===== config.mk =====
export PLATFORM = sky130hd
export DESIGN_NAME = i2c_byte_master
export DESIGN_NICKNAME = d
export VERILOG_FILES = /design/src/rtl/i2c_bm_pkg.sv /design/src/rtl/i2c_bm_sync.sv /design/src/rtl/i2c_bm_timer.sv /design/src/rtl/i2c_byte_master.sv
export SDC_FILE = /design/constraint.sdc
export NUM_CORES = 1
export LEC_CHECK = 0
export BUFFER_PORTS_ARGS = -buffer_cell sky130_fd_sc_hd__buf_2
export CAP_MARGIN = 40
export CORE_MARGIN = 2
export CORE_UTILIZATION = 58
export CTS_CLUSTER_SIZE = 12
export DETAILED_ROUTE_END_ITERATION = 12
export PLACE_DENSITY = 0.79
export SLEW_MARGIN = 30
export SYNTH_ARGS = -nofsm -noshare
export SYNTH_HDL_FRONTEND = slang
export SYNTH_SLANG_ARGS = --single-unit

===== constraint.sdc =====
create_clock -name clk -period 2.8 [get_ports clk]
set_input_delay 0.14 -clock clk [delete_from_list [all_inputs] [get_ports clk]]
set_output_delay 0.14 -clock clk [all_outputs]
set_load 0.01 [all_outputs]

===== src/rtl/i2c_bm_pkg.sv =====
`timescale 1ns/1ps
package i2c_bm_pkg;

    typedef enum logic [1:0] {
        OP_START = 2'd0,
        OP_STOP  = 2'd1,
        OP_WRITE = 2'd2,
        OP_READ  = 2'd3
    } op_e;

    // ST_IDLE must stay first: the register reset relies on its zero encoding.
    typedef enum logic [3:0] {
        ST_IDLE,
        ST_S_REL_SDA,
        ST_S_REL_SCL,
        ST_S_PULL_SDA,
        ST_S_PULL_SCL,
        ST_P_PULL,
        ST_P_REL_SCL,
        ST_P_REL_SDA,
        ST_BIT_LO,
        ST_BIT_HI,
        ST_TAIL
    } state_e;

endpackage


===== src/rtl/i2c_bm_sync.sv =====
`timescale 1ns/1ps
module i2c_bm_sync #(
    parameter int WIDTH  = 2,
    parameter int STAGES = 2
) (
    input  logic             clk,
    input  logic             rst_n,
    input  logic [WIDTH-1:0] d,
    output logic [WIDTH-1:0] q
);

    logic [STAGES-1:0][WIDTH-1:0] pipe_d;
    logic [STAGES-1:0][WIDTH-1:0] pipe_q;

    for (genvar s = 0; s < STAGES; s++) begin : g_stage
        if (s == 0) begin : g_first
            assign pipe_d[s] = d;
        end else begin : g_next
            assign pipe_d[s] = pipe_q[s-1];
        end
    end

    // Reset to released lines, which is the idle bus level.
    always_ff @(posedge clk or negedge rst_n) begin
        if (!rst_n) pipe_q <= '1;
        else        pipe_q <= pipe_d;
    end

    assign q = pipe_q[STAGES-1];

endmodule


===== src/rtl/i2c_bm_timer.sv =====
`timescale 1ns/1ps
module i2c_bm_timer #(
    parameter int HALF_DIV = 1250
) (
    input  logic clk,
    input  logic rst_n,
    input  logic clr,
    input  logic en,
    output logic at_mid,
    output logic at_end
);

    localparam int CW = $clog2(HALF_DIV + 1);
    localparam logic [CW-1:0] LAST = CW'(HALF_DIV - 1);
    localparam logic [CW-1:0] MID  = CW'(HALF_DIV / 2);

    logic [CW-1:0] cnt_d, cnt_q;

    assign at_end = en && (cnt_q == LAST);
    assign at_mid = en && (cnt_q == MID);

    always_comb begin
        cnt_d = cnt_q;
        if (clr)                 cnt_d = '0;
        else if (en && !at_end)  cnt_d = cnt_q + CW'(1);
    end

    always_ff @(posedge clk or negedge rst_n) begin
        if (!rst_n) cnt_q <= '0;
        else        cnt_q <= cnt_d;
    end

endmodule


===== src/rtl/i2c_byte_master.sv =====
`timescale 1ns/1ps
module i2c_byte_master
    import i2c_bm_pkg::*;
#(
    parameter int HALF_DIV    = 1250,
    parameter int DATA_W      = 8,
    parameter int SYNC_STAGES = 2
) (
    input  logic              clk,
    input  logic              rst_n,
    input  logic              cmd_valid,
    output logic              cmd_ready,
    input  logic [1:0]        cmd_op,
    input  logic [DATA_W-1:0] cmd_data,
    input  logic              cmd_nack,
    output logic [DATA_W-1:0] rsp_data,
    output logic              rsp_nack,
    output logic              busy,
    input  logic              scl_i,
    input  logic              sda_i,
    output logic              scl_oe,
    output logic              sda_oe
);

    localparam int BIT_CW = $clog2(DATA_W + 1);
    localparam logic [BIT_CW-1:0] ACK_SLOT = BIT_CW'(DATA_W);

    typedef struct packed {
        state_e              state;
        op_e                 op;
        logic [BIT_CW-1:0]   bit_idx;
        logic [DATA_W-1:0]   shreg;
        logic [DATA_W-1:0]   rx;
        logic                nack_sel;
        logic                slv_nack;
        logic                scl_oe;
        logic                sda_oe;
    } regs_t;

    regs_t r_d, r_q;

    logic [1:0] pads_s;
    logic       scl_s, sda_s;
    logic       tmr_clr, tmr_en, tmr_mid, tmr_end;
    logic       bit_low;
    state_e     cur_state;
    op_e        cur_op;
    logic [BIT_CW-1:0] cur_bit;

    i2c_bm_sync #(
        .WIDTH  (2),
        .STAGES (SYNC_STAGES)
    ) u_sync (
        .clk   (clk),
        .rst_n (rst_n),
        .d     ({scl_i, sda_i}),
        .q     (pads_s)
    );

    assign scl_s = pads_s[1];
    assign sda_s = pads_s[0];

    i2c_bm_timer #(
        .HALF_DIV (HALF_DIV)
    ) u_tmr (
        .clk    (clk),
        .rst_n  (rst_n),
        .clr    (tmr_clr),
        .en     (tmr_en),
        .at_mid (tmr_mid),
        .at_end (tmr_end)
    );

    assign cur_state = r_q.state;
    assign cur_op    = r_q.op;
    assign cur_bit   = r_q.bit_idx;

    // Level the engine puts on SDA for the current bit slot (1 = pull low).
    always_comb begin
        if (cur_bit == ACK_SLOT)
            bit_low = (cur_op == OP_READ) ? ~r_q.nack_sel : 1'b0;
        else
            bit_low = (cur_op == OP_WRITE) ? ~r_q.shreg[DATA_W-1] : 1'b0;
    end

    always_comb begin
        r_d     = r_q;
        tmr_clr = 1'b0;
        tmr_en  = 1'b0;
        unique case (cur_state)
            ST_IDLE: begin
                if (cmd_valid) begin
                    r_d.op       = op_e'(cmd_op);
                    r_d.shreg    = cmd_data;
                    r_d.nack_sel = cmd_nack;
                    r_d.bit_idx  = '0;
                    tmr_clr      = 1'b1;
                    unique case (op_e'(cmd_op))
                        OP_START: r_d.state = ST_S_REL_SDA;
                        OP_STOP:  r_d.state = ST_P_PULL;
                        default:  r_d.state = ST_BIT_LO;
                    endcase
                end
            end
            // START / repeated START: release SDA with SCL left as it is.
            ST_S_REL_SDA: begin
                r_d.sda_oe = 1'b0;
                tmr_en     = 1'b1;
                if (tmr_end) begin
                    r_d.state = ST_S_REL_SCL;
                    tmr_clr   = 1'b1;
                end
            end
            ST_S_REL_SCL: begin
                r_d.scl_oe = 1'b0;
                tmr_en     = scl_s;
                if (tmr_end) begin
                    r_d.state = ST_S_PULL_SDA;
                    tmr_clr   = 1'b1;
                end
            end
            ST_S_PULL_SDA: begin
                r_d.sda_oe = 1'b1;
                tmr_en     = 1'b1;
                if (tmr_end) begin
                    r_d.state = ST_S_PULL_SCL;
                    tmr_clr   = 1'b1;
                end
            end
            ST_S_PULL_SCL: begin
                r_d.scl_oe = 1'b1;
                tmr_en     = 1'b1;
                if (tmr_end) begin
                    r_d.state = ST_IDLE;
                    tmr_clr   = 1'b1;
                end
            end
            // STOP: make sure SCL is low before SDA is pulled low.
            ST_P_PULL: begin
                r_d.scl_oe = 1'b1;
                r_d.sda_oe = r_q.scl_oe ? 1'b1 : r_q.sda_oe;
                tmr_en     = 1'b1;
                if (tmr_end) begin
                    r_d.state = ST_P_REL_SCL;
                    tmr_clr   = 1'b1;
                end
            end
            ST_P_REL_SCL: begin
                r_d.scl_oe = 1'b0;
                tmr_en     = scl_s;
                if (tmr_end) begin
                    r_d.state = ST_P_REL_SDA;
                    tmr_clr   = 1'b1;
                end
            end
            ST_P_REL_SDA: begin
                r_d.sda_oe = 1'b0;
                tmr_en     = 1'b1;
                if (tmr_end) begin
                    r_d.state = ST_IDLE;
                    tmr_clr   = 1'b1;
                end
            end
            // Bit slot, low phase: SDA moves only once SCL is already held low.
            ST_BIT_LO: begin
                r_d.scl_oe = 1'b1;
                if (r_q.scl_oe) r_d.sda_oe = bit_low;
                tmr_en = 1'b1;
                if (tmr_end) begin
                    r_d.state = ST_BIT_HI;
                    tmr_clr   = 1'b1;
                end
            end
            // Bit slot, high phase: timed only while SCL is seen high.
            ST_BIT_HI: begin
                r_d.scl_oe = 1'b0;
                tmr_en     = scl_s;
                if (tmr_mid) begin
                    if (cur_bit == ACK_SLOT) begin
                        if (cur_op == OP_WRITE) r_d.slv_nack = sda_s;
                        else                    r_d.rx       = r_q.shreg;
                    end else begin
                        r_d.shreg = {r_q.shreg[DATA_W-2:0], sda_s};
                    end
                end
                if (tmr_end) begin
                    r_d.scl_oe = 1'b1;
                    tmr_clr    = 1'b1;
                    if (cur_bit == ACK_SLOT) begin
                        r_d.state = ST_TAIL;
                    end else begin
                        r_d.bit_idx = cur_bit + BIT_CW'(1);
                        r_d.state   = ST_BIT_LO;
                    end
                end
            end
            ST_TAIL: begin
                r_d.scl_oe = 1'b1;
                if (r_q.scl_oe) r_d.sda_oe = 1'b0;
                tmr_en = 1'b1;
                if (tmr_end) begin
                    r_d.state = ST_IDLE;
                    tmr_clr   = 1'b1;
                end
            end
            default: begin
                r_d.state = ST_IDLE;
                tmr_clr   = 1'b1;
            end
        endcase
    end

    always_ff @(posedge clk or negedge rst_n) begin
        if (!rst_n) r_q <= '0;
        else        r_q <= r_d;
    end

    assign cmd_ready = (cur_state == ST_IDLE);
    assign busy      = (cur_state != ST_IDLE);
    assign rsp_data  = r_q.rx;
    assign rsp_nack  = r_q.slv_nack;
    assign scl_oe    = r_q.scl_oe;
    assign sda_oe    = r_q.sda_oe;

endmodule


==> results_dict.tcl, run 1 <==
set metrics [dict create \
    status "finished, final reports clean" \
    yosys_warnings 0 \
    port_buffers 28 \
    final_area_um2 2690 \
    slew_headroom_pct 53.5 \
    tightest_slew_ns 0.693 \
    grt.overflow.total 0 \
    p_leak_nw 1.22 \
    root_buffer "clkbuf_8" \
    crit_path_end_kind "register" \
    muxShareOfSynthArea_pct 9.13 \
    critPathLaunch "cur_state[1]" \
    ys_top_cells_by_area "dfrtp_1 (42%), mux2_2 (8.7%), dfstp_2 (4.3%)" \
    synth-edff-count 0 \
    insertion_delay_ns 0.31 \
    cts.clk_slew.worst_paths_ns 0.10 \
    cts-buffers-inserted 5 \
    drc 0 \
    fmax_mhz 421 \
    final_layout_size_suffix_gt1_share_pct 27.4 \
    num_vias 1807 \
    antenna_found_initial 0 \
    drv_slew 0 \
    die-area_um2 4770 \
    htreeDepth 2 \
    cts_tree "done" \
    synth_top_family_by_area "simple AND/OR/NAND/NOR gates" \
    synth_top_cell_by_area "dfrtp_1" \
    grt_max_degree 46 \
    cp_data_arrival_time_ns 2.58 \
    final_common_cell "dfrtp_1" \
    netlist.area_leader.share_pct 41.8 \
    drtIter0Drc 196 \
    ir_drop_mv 0.565 \
    nets 282 \
    holdWs_ns 0.0269 \
    dp_cells 302 \
    place_congestion 0.881 \
    finalNonFillerCells 313 \
    start_kind "register" \
    synthSimpleGateAreaFrac_pct 22.3 \
    r2r_start "cur_state[1]" \
    start_util_pct 60.9 \
    dpl_cell_area_um2 2570 \
    clock-sinks 45 \
    synthDistinctLibCells 52 \
    power_mw 2.31 \
    synthAdderAreaFrac_pct 2.04 \
    wl_um 4880 \
    syn_nets 260 \
    synth_seq_area_share_pct 46.1 \
    grt_pass1_vias 1746 \
    powerDensity_nw_per_um2 859 \
    synth_compound_area_share_pct 10.2 \
    path_class "reg2reg" \
    cap_violations 0 \
    wl_per_cell_um 15.6 \
    worst-path-max-fanout 13 \
    postSynthCellCount 240 \
    period_minus_slack_ns 2.38 \
    synth_ff_type "dfrtp_1" \
    syn-cell-area_um2 2450 \
    synth-xor-area-share_pct 4.64 \
    ys_async_sr_fraction_pct 100 \
    die_w_um 69.0 \
    nFillCells 333 \
    skew_ns 0.0114 \
    grt_usage_pct 21.3 \
    rsz0062_at_grt "false" \
    worst_ep_required_time_ns 3.00 \
    hold_viol 0 \
    post_cts_buffers 0 \
    layout_common_cells "dfrtp_1 (41), buf_2 (27), nor2_1 (23)" \
    insertedDiodeCount 0 \
    synth-seq-cells 45 \
    num_io_pins 29 \
    hold_path.startpoint "cmd_nack" \
    cts-resized-gates 0 \
    ant_nets 0 \
    min_path_type "in2reg" \
    syn-mean-instance-area_um2 10.2 \
    utilization_pct 66.8 \
    dr.pass1.iters 4 \
    final.setup.worst_slack_ns 0.424 \
    die_height_um 69.0 \
    via_per_inst 5.77 \
    cts_buffer_depth 2 \
    grt_pass1_wl_um 8240 \
    finalCritPeriodShare_pct 84.9 \
    rows 23 \
    setup_tns_ns 0 \
    place_hpwl_um 3340 \
    core_area_um2 4030 \
    setup_viol 0 \
    pre_cts_slack_ns 0.436 \
    syn_to_final_growth_pct 9.69 \
]
-- sequential cells by signal, indices dropped and copies added (netlist names) --
name	count
u_tmr.cnt_q	11
r_q	9
rsp_data	8
cur_bit	4
cur_state	4
cur_op	2
u_sync.pipe_d	2
u_sync.q	2
rsp_nack	1
scl_oe	1
sda_oe	1
-- cell families (layout without fill, tap and decap cells) --
logic type | Yosys count | count (layout)
muxes | 20 | 20
buffers and inverters | 26 | 49
DFF | 45 | 45
adders and majority gates | 4 | 4
and+or+nand+nor | 97 | 97
AOI/OAI and AO/OA | 35 | 35
xor gates and xnor gates | 13 | 13
-- worst max-delay path: stages, from the launching register on --
cell and delay (ns):
dfrtp_1 0.55, or2_2 0.38, or4_4 0.54, nor3_4 0.40
mux2_2 0.39
-- timing repair --
item                                    CTS  global route
endpoints found under the hold margin    43             0
hold buffers                              3             0
endpoints found under the setup margin    0             0
-- per-layer routing --
metal / up-vias / part of all wire (%) / global-route usage, %
met3: 6 / 3.9 / 3.95
met2: 46 / 48 / 33.7
met4: 0 / 1.2 / 7.63
met5: - / 0 / 0
li1: 900 / - / -
met1: 855 / 46 / 29.4
-- power by group --
group / total (mW) / switching [mW] / internal [mW]
combinational: 0.858 / 0.454 / 0.404
sequential: 1.03 / 0.215 / 0.818
clock: 0.420 / 0.243 / 0.177
-- worst paths after layout --
check,end,slack [ns],depth (start not counted)
max,rsp_data[2],0.42,4
min,r_q[3],0.03,3
max reg2reg,rsp_data[2],0.42,4
min reg2reg,u_sync.q[0],0.36,0
max in group asynchronous,u_sync.q[0],2.05,2
min in group asynchronous,cur_state[1],0.36,2
-- layout make-up --
| type | instances | area, um2 | share of cell area, % |
|---|---|---|---|
| multi-input cells | 169 | 1180 | 44.0 |
| flip-flops and latches | 45 | 1130 | 42.0 |
| repair buffers | 34 | 195 | 7.25 |
| clock buffers | 5 | 68.8 | 2.56 |
| well taps | 50 | 62.6 | 2.32 |
| inverters | 7 | 26.3 | 0.976 |
| clock inverters | 3 | 22.5 | 0.837 |
-- cells in the mapped netlist, types with 3 or more instances --
master	instances
nor3_1	5
clkbuf_1	4
dfstp_2	4
and3_1	4
nor2b_1	3
nand2_1	19
xnor2_1	10
dfrtp_1	41
buf_4	9
o21ai_0	3
nor2_1	23
nor4_1	4
inv_1	7
xor2_1	3
buf_2	5
a22o_1	8
nand3_1	14
ha_1	4
mux2_2	19
a21oi_1	9
nand4_1	4
Note: power is estimated with default switching activity, not from simulation.
==> inputs of run 2 (changes only) <==
Settings changed: ABC_AREA from default to 1, CORE_UTILIZATION 58 to 59, PLACE_DENSITY 0.79 to 0.8.
Clock period 2.8 ns to 2.4 ns, I/O delays scaled along.
==> results_dict.tcl, run 2 <==
set metrics [dict create \
    largest_register_ffs 11 \
    grt_pass1_wl_um 10700 \
    period_minus_slack_ns 1.94 \
    status "finished, final reports clean" \
    finalCritPeriodShare_pct 80.7 \
    syn_to_final_growth_pct 8.35 \
    highest_layer "met4" \
    grt_max_degree 46 \
    die_height_um 74.4 \
    crit_slowest_cell "dfrtp_1" \
    rsz0062_at_grt "false" \
    synthDistinctLibCells 34 \
    rows 25 \
    cts-buffers-inserted 5 \
    worst-path-max-fanout 12 \
    dr_wl_met2_um 2910 \
    p_clk_share_pct 16.6 \
    yosys_warnings 0 \
    min_path_type "in2reg" \
    pwr-share-seq_pct 36.5 \
    syn_nets 406 \
    fmax_mhz 516 \
    drc 0 \
    final_common_cell "nand2_1" \
    powerDensity_nw_per_um2 936 \
    place_hpwl_um 4410 \
    synth_common_cells "nand2_1 (128), inv_1 (45), dfrtp_1 (41), nor2_1 (28), nand3_1 (22)" \
    critical_path.top_delay_family "simple AND/OR/NAND/NOR gates" \
    drv_slew 0 \
    port_buffers 28 \
    place_congestion 0.992 \
    cap_violations 0 \
    ys_async_sr_fraction_pct 100 \
    p_leak_nw 1.72 \
    p_sw_mw 1.42 \
    syn-mean-instance-area_um2 7.57 \
    crit_buf_inv 3 \
    m1WireLength_um 2950 \
    hold_viol 0 \
    crit_top_cell "nand2_1" \
    cpPeakStageDelay_ns 0.48 \
    tightest_slew_ns 0.669 \
    cp_data_arrival_time_ns 2.19 \
    wl_um 6280 \
    grt.overflow.total 0 \
    cts_buffer_depth 2 \
    crit_path_end_kind "register" \
    cts_tree "done" \
    core_area_um2 4750 \
    grt_pass1_vias 2359 \
    setup_tns_ns 0 \
    path_class "reg2reg" \
    start_kind "register" \
    met3_length_um 316 \
    synth_ff_type "dfrtp_1" \
    synth-seq-cells 45 \
    nets 431 \
    top_register "u_tmr.cnt_q" \
    htreeDepth 2 \
    insertion_delay_ns 0.31 \
    syn-cell-area_um2 2920 \
    postSynthCellCount 386 \
    intPower_mw 1.54 \
    drtIter0Drc 266 \
    ant_nets 0 \
    num_io_pins 29 \
    synth_top_cell_by_area "dfrtp_1" \
    synth_most_common_cell "nand2_1" \
    ir_drop_mv 0.652 \
    netlist.area_leader.share_pct 35.1 \
    antenna_found_initial 0 \
    cts.clk_slew.worst_paths_ns 0.10 \
    nFillCells 427 \
    comb_power_share_pct 47.0 \
    synth_seq_area_share_pct 38.7 \
    final.setup.worst_slack_ns 0.464 \
    grt_usage_pct 25.0 \
    worst_ep_required_time_ns 2.66 \
    num_vias 2580 \
    root_buffer "clkbuf_8" \
    ys_top_cells_by_area "dfrtp_1 (35%), nand2_1 (16%), inv_1 (5.8%)" \
    die-area_um2 5530 \
    wl_per_cell_um 13.1 \
    layout_common_cells "nand2_1 (128), inv_1 (45), dfrtp_1 (41)" \
    synth-edff-count 0 \
    pre_cts_slack_ns 0.501 \
    p_sw_share_pct 48.1 \
    clock-sinks 45 \
    start_util_pct 61.5 \
    slew_headroom_pct 55.3 \
    skew_ns 0.0141 \
    final_layout_size_suffix_gt1_share_pct 20.9 \
    crit_chain "inv_2 -> nor2_2 -> nand2_2 -> buf_4 -> inv_1 -> nor2_1 -> nand2_1 -> nand2_1 -> nand2_1 -> nand2_1" \
    insertedDiodeCount 0 \
    setup_viol 0 \
    dr.pass1.iters 5 \
    die_w_um 74.4 \
    via_per_inst 5.39 \
]
[run 2: cell families (layout without fill, tap and decap cells)]
logic type      count (synthesis)  in the layout  share of synthesized area (%)
simple gates                  238            238                           40.5
flops                          45             45                           38.7
fa+ha+maj                       4              4                           1.71
buf+inv                        68             94                           11.1
xor+xnor                        7              7                           2.10
compound gates                 24             24                           5.86
[run 2: per-stage QoR]
stage | util, % | power [mW] | area [um2] | hold slack, ns | cells
global placement | 64.0 | 2.43 | 3040 | 0.225 | 468
CTS | 66.6 | 2.97 | 3170 | 0.0301 | 479
finish | 66.6 | 2.96 | 3170 | 0.0251 | 479
floorplan | - | 2.22 | 2920 | -0.176 | 386
detailed placement | 64.1 | 2.47 | 3050 | 0.154 | 468
global route | 66.6 | 3.20 | 3170 | 0.0360 | 479
[run 2: final timing paths]
kind                                   from           to  slack (ns)  cells after the start
min in group asynchronous             rst_n  rsp_data[0]        0.34                      2
max reg2reg                    cur_state[3]      r_q[15]        0.46                     10
max in group asynchronous             rst_n  u_sync.q[0]        1.68                      2
min                                cmd_nack       r_q[3]        0.03                      3
max                            cur_state[3]      r_q[15]        0.46                     10
min reg2reg                u_sync.pipe_d[3]  u_sync.q[1]        0.36                      0
[run 2: power groups by stage]
| stage | clock network (mW) | logic [mW] | registers (mW) |
|---|---|---|---|
| 6_report | 0.491 | 1.39 | 1.08 |
| 5_1_grt | 0.532 | 1.56 | 1.11 |
| 4_1_cts | 0.500 | 1.39 | 1.08 |
| 3_5_place_dp | 0 | 1.38 | 1.09 |
| 3_3_place_gp | 0 | 1.35 | 1.09 |
| 2_1_floorplan | 0 | 1.16 | 1.06 |
[run 2: routing by layer]
| layer | vias up | GRT usage, % |
|---|---|---|
| li1 | 1295 | - |
| met1 | 1200 | 35.3 |
| met2 | 76 | 38.3 |
| met3 | 9 | 4.74 |
| met4 | 0 | 9.13 |
| met5 | - | 0 |
[run 2: cell type report]
class | count | area (um2) | area share [%]
Clock buffer | 5 | 68.8 | 2.17
Clock inverter | 3 | 21.3 | 0.672
Inverter | 51 | 191 | 6.05
Multi-Input combinational cell | 273 | 1470 | 46.3
Sequential cell | 45 | 1130 | 35.7
Tap cell | 67 | 83.8 | 2.65
Timing Repair Buffer | 35 | 203 | 6.40
[run 2: worst reg2reg max path, cell delays in order, from the launching register on]
cell and delay [ns]:
dfrtp_1 0.48, inv_2 0.10, nor2_2 0.05, nand2_2 0.18, buf_4 0.23, inv_1 0.10
nor2_1 0.45, nand2_1 0.10, nand2_1 0.10, nand2_1 0.06, nand2_1 0.06
[run 2: timing repair]
item / in CTS / in global routing
resized for setup: 0 / 0
hold buffers: 3 / 0
hold endpoints to repair: 43 / 0
buffers inserted: 0 / 0
